==> config.mk <==
export PLATFORM = sky130hd
export DESIGN_NAME = spi_burst_engine
export DESIGN_NICKNAME = d
export VERILOG_FILES = /design/src/rtl/spi_burst_pkg.sv /design/src/rtl/sbe_fifo.sv /design/src/rtl/sbe_sequencer.sv /design/src/rtl/spi_burst_engine.sv
export SDC_FILE = /design/constraint.sdc
export NUM_CORES = 2
export LEC_CHECK = 0
export BUFFER_PORTS_ARGS = -buffer_cell sky130_fd_sc_hd__buf_2
export CELL_PAD_IN_SITES_DETAIL_PLACEMENT = 0
export CELL_PAD_IN_SITES_GLOBAL_PLACEMENT = 2
export CORE_MARGIN = 2
export CORE_UTILIZATION = 35
export DETAILED_ROUTE_END_ITERATION = 12
export PLACE_DENSITY_LB_ADDON = 0.1
export SLEW_MARGIN = 10
export SYNTH_ARGS = -nofsm -noshare
export SYNTH_HDL_FRONTEND = slang
export SYNTH_SLANG_ARGS = --single-unit
==> constraint.sdc <==
create_clock -name clk -period 4.5 [get_ports clk]
set_input_delay 0.225 -clock clk [delete_from_list [all_inputs] [get_ports clk]]
set_output_delay 0.225 -clock clk [all_outputs]
set_load 0.005 [all_outputs]
==> src/rtl/spi_burst_pkg.sv <==
`timescale 1ns/1ps
// Shared constants and the sequencer state type for the SPI burst engine.
package spi_burst_pkg;
    localparam int BYTE_W     = 8;
    localparam int WORD_W     = 32;
    localparam int WORD_BYTES = WORD_W / BYTE_W;

    typedef enum logic [2:0] {
        ST_IDLE,   // waiting for a start condition
        ST_LOAD,   // fetching a word from the transmit queue
        ST_SEND,   // offering a byte to the shifter
        ST_WAIT,   // waiting for the returned byte
        ST_END     // word complete, storing the receive word
    } eng_state_t;
endpackage

==> src/rtl/sbe_fifo.sv <==
`timescale 1ns/1ps
// Synchronous show-ahead FIFO.
// Assumes: the caller never pushes when full or pops when empty (checked);
// flush empties the queue in one cycle and has priority over push/pop.
module sbe_fifo #(
    parameter int DATA_W = 32,
    parameter int DEPTH  = 64
) (
    input  logic              clk,
    input  logic              rst_n,
    input  logic              flush,
    input  logic              push,
    input  logic [DATA_W-1:0] din,
    input  logic              pop,
    output logic [DATA_W-1:0] dout,
    output logic              empty,
    output logic              full
);
    localparam int PTR_W = (DEPTH > 1) ? $clog2(DEPTH) : 1;
    localparam int CNT_W = $clog2(DEPTH + 1);

    logic [DATA_W-1:0] mem [DEPTH];
    logic [PTR_W-1:0]  wr_ptr, rd_ptr;
    logic [CNT_W-1:0]  count;
    logic              do_push, do_pop;

    assign empty   = (count == '0);
    assign full    = (count == CNT_W'(DEPTH));
    assign do_push = push && !full;
    assign do_pop  = pop && !empty;
    assign dout    = mem[rd_ptr];

    function automatic logic [PTR_W-1:0] next_ptr(input logic [PTR_W-1:0] p);
        return (p == PTR_W'(DEPTH - 1)) ? '0 : p + PTR_W'(1);
    endfunction

    // Storage write; no reset needed on the data array.
    always_ff @(posedge clk) begin
        if (do_push) mem[wr_ptr] <= din;
    end

    // Pointer and occupancy tracking.
    always_ff @(posedge clk) begin
        if (!rst_n || flush) begin
            wr_ptr <= '0;
            rd_ptr <= '0;
            count  <= '0;
        end else begin
            if (do_push) wr_ptr <= next_ptr(wr_ptr);
            if (do_pop)  rd_ptr <= next_ptr(rd_ptr);
            if (do_push && !do_pop)      count <= count + CNT_W'(1);
            else if (do_pop && !do_push) count <= count - CNT_W'(1);
        end
    end

    // words are only fetched when one is present
    p_pop_nonempty_r2: assert property (@(posedge clk) disable iff (!rst_n || flush)
        pop |-> !empty);
    // receive words are never pushed into a full queue
    p_push_room_r5: assert property (@(posedge clk) disable iff (!rst_n || flush)
        push |-> !full);
endmodule

==> src/rtl/sbe_sequencer.sv <==
`timescale 1ns/1ps
// Burst sequencer: fetches transmit words, splits them into bytes for the
// shifter handshake, rebuilds receive words and raises status pulses.
// Assumes: BLEN_W >= 4; spi_rx_done arrives after the byte was accepted;
// a low enable acts as a soft clear of all progress.
module sbe_sequencer
    import spi_burst_pkg::*;
#(
    parameter int NUM_CH = 4,
    parameter int BLEN_W = 12,
    parameter int CH_W   = 2
) (
    input  logic              clk,
    input  logic              rst_n,
    input  logic              enable,
    input  logic [BLEN_W-1:0] burst_len,
    input  logic              auto_start,
    input  logic [CH_W-1:0]   chan_sel,
    input  logic [NUM_CH-1:0] master_mask,
    input  logic [NUM_CH-1:0] chain_mask,
    input  logic              xch_req,
    input  logic              tx_empty,
    input  logic [WORD_W-1:0] tx_data,
    output logic              tx_pop,
    input  logic              rx_full,
    output logic              rx_push,
    output logic [WORD_W-1:0] rx_data,
    output logic              spi_tx_valid,
    output logic [BYTE_W-1:0] spi_tx_byte,
    input  logic              spi_tx_ready,
    input  logic              spi_rx_done,
    input  logic [BYTE_W-1:0] spi_rx_byte,
    output logic              xch_busy,
    output logic              done_pulse,
    output logic              ovf_pulse
);
    localparam int REM_W = BLEN_W + 1;

    eng_state_t        st_q;
    logic [REM_W-1:0]  burst_rem;
    logic [2:0]        bytes_left;
    logic [WORD_W-1:0] word_q, acc_q;
    logic              kick_q, xch_q, done_q, ovf_q;

    logic [REM_W-1:0]  len_bits, full_bits, rem_eff;
    logic [2:0]        word_bytes;
    logic              sel_master, chained, req_ok, go;

    // Channel qualification and start conditions.
    assign sel_master = master_mask[chan_sel];
    assign chained    = sel_master && !auto_start && chain_mask[chan_sel];
    assign req_ok     = xch_req && !auto_start && sel_master;
    assign go         = sel_master && ((auto_start && !tx_empty) || kick_q);

    // Burst length rounded up to whole bytes, and the byte count of the next word.
    assign len_bits   = REM_W'(burst_len) + REM_W'(1);
    assign full_bits  = (len_bits + REM_W'(7)) & ~REM_W'(7);
    assign rem_eff    = (burst_rem == '0) ? full_bits : burst_rem;
    assign word_bytes = (rem_eff[4:3] == 2'b00) ? 3'd4 : {1'b0, rem_eff[4:3]};

    // Byte selection, most significant remaining byte first.
    always_comb begin
        case (bytes_left)
            3'd4:    spi_tx_byte = word_q[31:24];
            3'd3:    spi_tx_byte = word_q[23:16];
            3'd2:    spi_tx_byte = word_q[15:8];
            default: spi_tx_byte = word_q[7:0];
        endcase
    end

    assign spi_tx_valid = (st_q == ST_SEND);
    assign tx_pop       = (st_q == ST_LOAD);
    assign rx_push      = (st_q == ST_END) && !rx_full;
    assign rx_data      = acc_q;
    assign xch_busy     = xch_q;
    assign done_pulse   = done_q;
    assign ovf_pulse    = ovf_q;

    // Main sequencing state machine with status bookkeeping.
    always_ff @(posedge clk) begin
        if (!rst_n || !enable) begin
            st_q       <= ST_IDLE;
            burst_rem  <= '0;
            bytes_left <= '0;
            word_q     <= '0;
            acc_q      <= '0;
            kick_q     <= 1'b0;
            xch_q      <= 1'b0;
            done_q     <= 1'b0;
            ovf_q      <= 1'b0;
        end else begin
            done_q <= 1'b0;
            ovf_q  <= 1'b0;
            case (st_q)
                ST_IDLE: begin
                    if (go) begin
                        kick_q <= 1'b0;
                        if (tx_empty) begin
                            done_q <= 1'b1;
                            xch_q  <= 1'b0;
                        end else begin
                            st_q <= ST_LOAD;
                        end
                    end
                end
                ST_LOAD: begin
                    word_q     <= tx_data;
                    burst_rem  <= rem_eff;
                    bytes_left <= word_bytes;
                    acc_q      <= '0;
                    if (burst_rem == '0 && chained) xch_q <= 1'b1;
                    st_q <= ST_SEND;
                end
                ST_SEND: begin
                    if (spi_tx_ready) st_q <= ST_WAIT;
                end
                ST_WAIT: begin
                    if (spi_rx_done) begin
                        acc_q      <= {acc_q[WORD_W-BYTE_W-1:0], spi_rx_byte};
                        burst_rem  <= burst_rem - REM_W'(8);
                        bytes_left <= bytes_left - 3'd1;
                        st_q       <= (bytes_left == 3'd1) ? ST_END : ST_SEND;
                    end
                end
                ST_END: begin
                    if (rx_full) ovf_q <= 1'b1;
                    if (burst_rem == '0 && !chained) begin
                        done_q <= 1'b1;
                        if (tx_empty) xch_q <= 1'b0;
                        st_q <= ST_IDLE;
                    end else if (tx_empty) begin
                        done_q <= 1'b1;
                        xch_q  <= 1'b0;
                        st_q   <= ST_IDLE;
                    end else begin
                        st_q <= ST_LOAD;
                    end
                end
                default: st_q <= ST_IDLE;
            endcase
            if (req_ok) begin
                kick_q <= 1'b1;
                xch_q  <= 1'b1;
            end
        end
    end

    // an offered byte stays put until the shifter takes it
    p_hold_byte_r3: assert property (@(posedge clk) disable iff (!rst_n || !enable)
        spi_tx_valid && !spi_tx_ready |=> spi_tx_valid && $stable(spi_tx_byte));
    // an overflow pulse only follows a word that met a full receive queue
    p_ovf_when_full_r5: assert property (@(posedge clk) disable iff (!rst_n)
        ovf_pulse |-> $past(rx_full));
    // the exchange bit only drops on an empty queue or a disable
    p_xch_clear_r8: assert property (@(posedge clk) disable iff (!rst_n)
        $fell(xch_busy) |-> ($past(tx_empty) || !$past(enable)));
    // completion is reported together with the return to idle
    p_done_idle_r4: assert property (@(posedge clk) disable iff (!rst_n)
        done_pulse |-> st_q == ST_IDLE);
endmodule

==> src/rtl/spi_burst_engine.sv <==
`timescale 1ns/1ps
// SPI master burst engine top: transmit and receive word queues around the
// burst sequencer. Assumes the SPI shifter behind the byte handshake
// handles clocking and chip select timing.
module spi_burst_engine
    import spi_burst_pkg::*;
#(
    parameter int FIFO_DEPTH = 64,
    parameter int NUM_CH     = 4,
    parameter int BLEN_W     = 12,
    localparam int CH_W      = (NUM_CH > 1) ? $clog2(NUM_CH) : 1
) (
    input  logic              clk,
    input  logic              rst_n,
    input  logic              cfg_enable,
    input  logic [BLEN_W-1:0] cfg_burst_len,
    input  logic              cfg_auto_start,
    input  logic [CH_W-1:0]   cfg_chan_sel,
    input  logic [NUM_CH-1:0] cfg_master_mask,
    input  logic [NUM_CH-1:0] cfg_chain_mask,
    input  logic              xch_req,
    input  logic              tx_wr_valid,
    input  logic [31:0]       tx_wr_data,
    output logic              tx_wr_ready,
    input  logic              rx_rd_en,
    output logic [31:0]       rx_rd_data,
    output logic              rx_rd_valid,
    output logic              spi_tx_valid,
    output logic [7:0]        spi_tx_byte,
    input  logic              spi_tx_ready,
    input  logic              spi_rx_done,
    input  logic [7:0]        spi_rx_byte,
    output logic              xch_busy,
    output logic              done_pulse,
    output logic              ovf_pulse
);
    logic              tx_empty, tx_full, tx_pop;
    logic [WORD_W-1:0] tx_head;
    logic              rx_empty, rx_full, rx_push;
    logic [WORD_W-1:0] rx_word;

    // Edge gating: nothing enters or leaves the queues while disabled.
    assign tx_wr_ready = cfg_enable && !tx_full;
    assign rx_rd_valid = cfg_enable && !rx_empty;

    sbe_fifo #(.DATA_W(WORD_W), .DEPTH(FIFO_DEPTH)) u_tx_fifo (
        .clk   (clk),
        .rst_n (rst_n),
        .flush (!cfg_enable),
        .push  (tx_wr_valid && tx_wr_ready),
        .din   (tx_wr_data),
        .pop   (tx_pop),
        .dout  (tx_head),
        .empty (tx_empty),
        .full  (tx_full)
    );

    sbe_fifo #(.DATA_W(WORD_W), .DEPTH(FIFO_DEPTH)) u_rx_fifo (
        .clk   (clk),
        .rst_n (rst_n),
        .flush (!cfg_enable),
        .push  (rx_push),
        .din   (rx_word),
        .pop   (rx_rd_en && rx_rd_valid),
        .dout  (rx_rd_data),
        .empty (rx_empty),
        .full  (rx_full)
    );

    sbe_sequencer #(.NUM_CH(NUM_CH), .BLEN_W(BLEN_W), .CH_W(CH_W)) u_seq (
        .clk          (clk),
        .rst_n        (rst_n),
        .enable       (cfg_enable),
        .burst_len    (cfg_burst_len),
        .auto_start   (cfg_auto_start),
        .chan_sel     (cfg_chan_sel),
        .master_mask  (cfg_master_mask),
        .chain_mask   (cfg_chain_mask),
        .xch_req      (xch_req),
        .tx_empty     (tx_empty),
        .tx_data      (tx_head),
        .tx_pop       (tx_pop),
        .rx_full      (rx_full),
        .rx_push      (rx_push),
        .rx_data      (rx_word),
        .spi_tx_valid (spi_tx_valid),
        .spi_tx_byte  (spi_tx_byte),
        .spi_tx_ready (spi_tx_ready),
        .spi_rx_done  (spi_rx_done),
        .spi_rx_byte  (spi_rx_byte),
        .xch_busy     (xch_busy),
        .done_pulse   (done_pulse),
        .ovf_pulse    (ovf_pulse)
    );
endmodule

==> flow_metrics.py <==
metrics = {
    "critical_path": {
        "crit_fanout": 41,
        "r2r_slack_ps": 740,
        "r2r_end": "u_seq.word_q[3]",
        "critPathArrivalTime_ps": 4110,
        "worstSetupPathType": "flop to output pin",
        "required_ps": 4280,
        "r2r-start": "u_tx_fifo.rd_ptr[0]",
        "crit_path_end": "rx_rd_data[7]",
        "end_kind": "output pin",
        "startpoint_type": "flop",
        "reg2regPathDepth": 7,
    },
    "placed_design": {
        "portBuffers": 113,
        "hpwl_mm": 273.7,
        "dpl_worst_slack_ps": 460.5,
        "place.gp.congestion": 0.7624,
    },
    "routing": {
        "postRouteAntennaNets": 0,
        "wire_per_inst_um": 33.18,
        "first_pass_iters": 5,
        "vias_per_cell": 5.411,
        "vias": 78890,
        "drc": 0,
        "first_iter_violations": 6814,
        "wl_mm": 483.7,
    },
    "sta": {
        "finalHoldViolations": 0,
        "setup_ws_ps": 167.0,
        "fin_skew_ps": 40.85,
        "tightest_slew_ps": 1245,
        "fin_tns_setup_ps": 0,
        "slew_viol_final": 0,
        "setup_violations": 0,
        "rsz0062_at_grt": "false",
        "fmax_ghz": 0.2308,
        "finalCritPeriodShare_pct": 96.29,
        "min_period_ps": 4333,
        "relSlewSlack_pct": 16.98,
    },
    "synthesis": {
        "synth_edf_count": 4096,
        "netlist_area_um2": 162100,
        "synth_top_area_share_pct": 75.88,
        "synthArstFlopShare_pct": 0,
        "ys_seq_area_share_pct": 77.46,
        "syn_inst": 7298,
        "synth_nets": 7395,
        "postSynthAreaPerCell_um2": 22.21,
        "synth_warnings": 0,
        "synth_cell_types": 81,
        "synth_commonest_cells": "edfxtp_1, mux4_2, nor2_1",
        "synth_seq_cells": 4224,
        "yosysMostFrequentCell": "edfxtp_1",
        "synth_area_leaders": "edfxtp_1, mux4_2, dfxtp_1, mux2i_1, a22oi_1",
        "ys.flop_type": "edfxtp_1",
        "synth.largest_area_cell": "edfxtp_1",
    },
    "die": {
        "start_util_pct": 35.20,
        "num_rows": 249,
        "dieHeight_um": 684.5,
        "coreArea_um2": 460500,
        "num_io_pins": 117,
        "die_w_um": 684.5,
        "design.die.area_um2": 468600,
    },
    "power_and_ir_drop": {
        "p_leak_nw": 57.09,
        "powerDensity_nw_per_um2": 425.9,
        "ir_drop_mv": 0.3823,
    },
    "layout": {
        "drive_gt1_share_pct": 30.22,
        "area_growth_pct": 17.25,
        "multi_input_area_um2": 35430,
        "nets": 8134,
        "seq_area_um2": 125600,
        "n_fill_cell": 40660,
    },
    "worst_hold_path": {
        "hold_path.class": "primary input to flop",
        "holdCritStartpoint": "spi_rx_done",
    },
    "global_routing": {
        "antenna_found_initial": 29,
        "first_global_vias": 82660,
        "grt_pass1_wl_mm": 668.3,
        "grt_usage_pct": 20.35,
        "grt.overflow.total": 0,
        "grt_start_max_net_pins": 83,
    },
    "cts": {
        "clkSlewWorstSetupHoldPaths_ps": 60,
        "htreeDepth": 5,
        "cts.sinks": 4224,
        "cts_max_path_buffers": 4,
        "cts_tree": "done",
        "ctsRootBufferMaster": "clkbuf_16",
        "clk_latency_ps": 1020,
        "numCtsBuffers": 465,
    },
    "outcome": {
        "outcome": "finished, final reports clean",
    },
    "run": {
        "drv_cap": 0,
    },
}
metal layers:
layer	routed length (um)	GRT usage, %	share of wire (%)
met1	203200	27.02	42
met2	248700	36.01	51
met3	19720	2.141	4.1
met4	12080	4.702	2.5
met5	0	0	0
logic make-up after synthesis:
| logic type | synth area share, % |
|---|---|
| flops | 77.46 |
| mux | 16.10 |
| simple gates | 1.787 |
| xor+xnor | 0.1945 |
| buf+inv | 1.347 |
| fa+ha+maj | 0.2100 |
| compound gates | 2.899 |
registers in the layout, indices dropped and copies added, names as in the netlist, 6 cells and up, named ones only:
register	flops
u_tx_fifo.count	7
u_rx_fifo.wr_ptr	6
u_seq.rx_data	32
u_seq.word_q	32
u_tx_fifo.wr_ptr	6
u_tx_fifo.rd_ptr	6
u_seq.burst_rem	10
u_rx_fifo.count	7
u_tx_fifo.mem	2048
u_rx_fifo.rd_ptr	6
u_rx_fifo.mem	2048
area by class of cell:
class / instances / share of cell area (%)
Sequential cell: 4224 / 66.10
Multi-Input combinational cell: 2648 / 18.64
Clock buffer: 600 / 6.531
Tap cell: 6149 / 4.048
Timing Repair Buffer: 674 / 3.369
Clock inverter: 251 / 1.246
Inverter: 24 / 0.04740
Antenna cell: 10 / 0.01317
power breakdown:
part,switching [mW],internal (mW)
Combinational,0.670,0.238
Sequential,0.0164,42.8
Clock,15.6,21.6
critical path: stages (launching register included):
cell     delay (ps)
dfxtp_4         620
buf_12          350
buf_12          340
mux4_2          600
a22oi_1         430
nand2_1         390
buf_2           250
cell usage in the layout, fill, tap and decap left out, drive strengths merged, types with 124 or more instances in the layout:
cell type,Yosys,layout
clkbuf,163,600
edfxtp,4096,4096
mux2i,206,206
buf,239,586
clkinv,2,183
nor2,269,269
dfxtp,128,128
mux4,1037,1037
nand2,124,124
a22oi,140,140
how the worst min path moves through the flow:
stage | to | cells after the start
6_report | u_seq.st_q[1] | 5
5_1_grt | u_seq.st_q[1] | 5
4_1_cts | u_seq.st_q[1] | 5
3_5_place_dp | u_seq.burst_rem[11] | 2
3_3_place_gp | u_seq.burst_rem[11] | 2
2_1_floorplan | u_tx_fifo.mem[0][0] | 0
metrics by stage:
step	cells	power, mW	utilization [%]	hold WS, ps	area, um^2
global placement	13620	44.50	37.83	465.9	174200
finish	14580	80.95	41.28	190.1	190100
floorplan	7298	43.89	-	323.9	162100
global route	14570	83.37	41.27	207.4	190000
detailed placement	13620	44.53	37.83	470.5	174200
CTS	14570	81.93	41.27	76.39	190000
what timing repair did:
item | in CTS | in global routing
endpoints found under the setup margin | 25 | 2
gates resized for setup | 16 | 2
hold buffers | 88 | 0
pin swaps | 5 | 0
endpoints found under the hold margin | 1528 | 0
buffers inserted | 9 | 0
(Power assumes the default switching activity.)
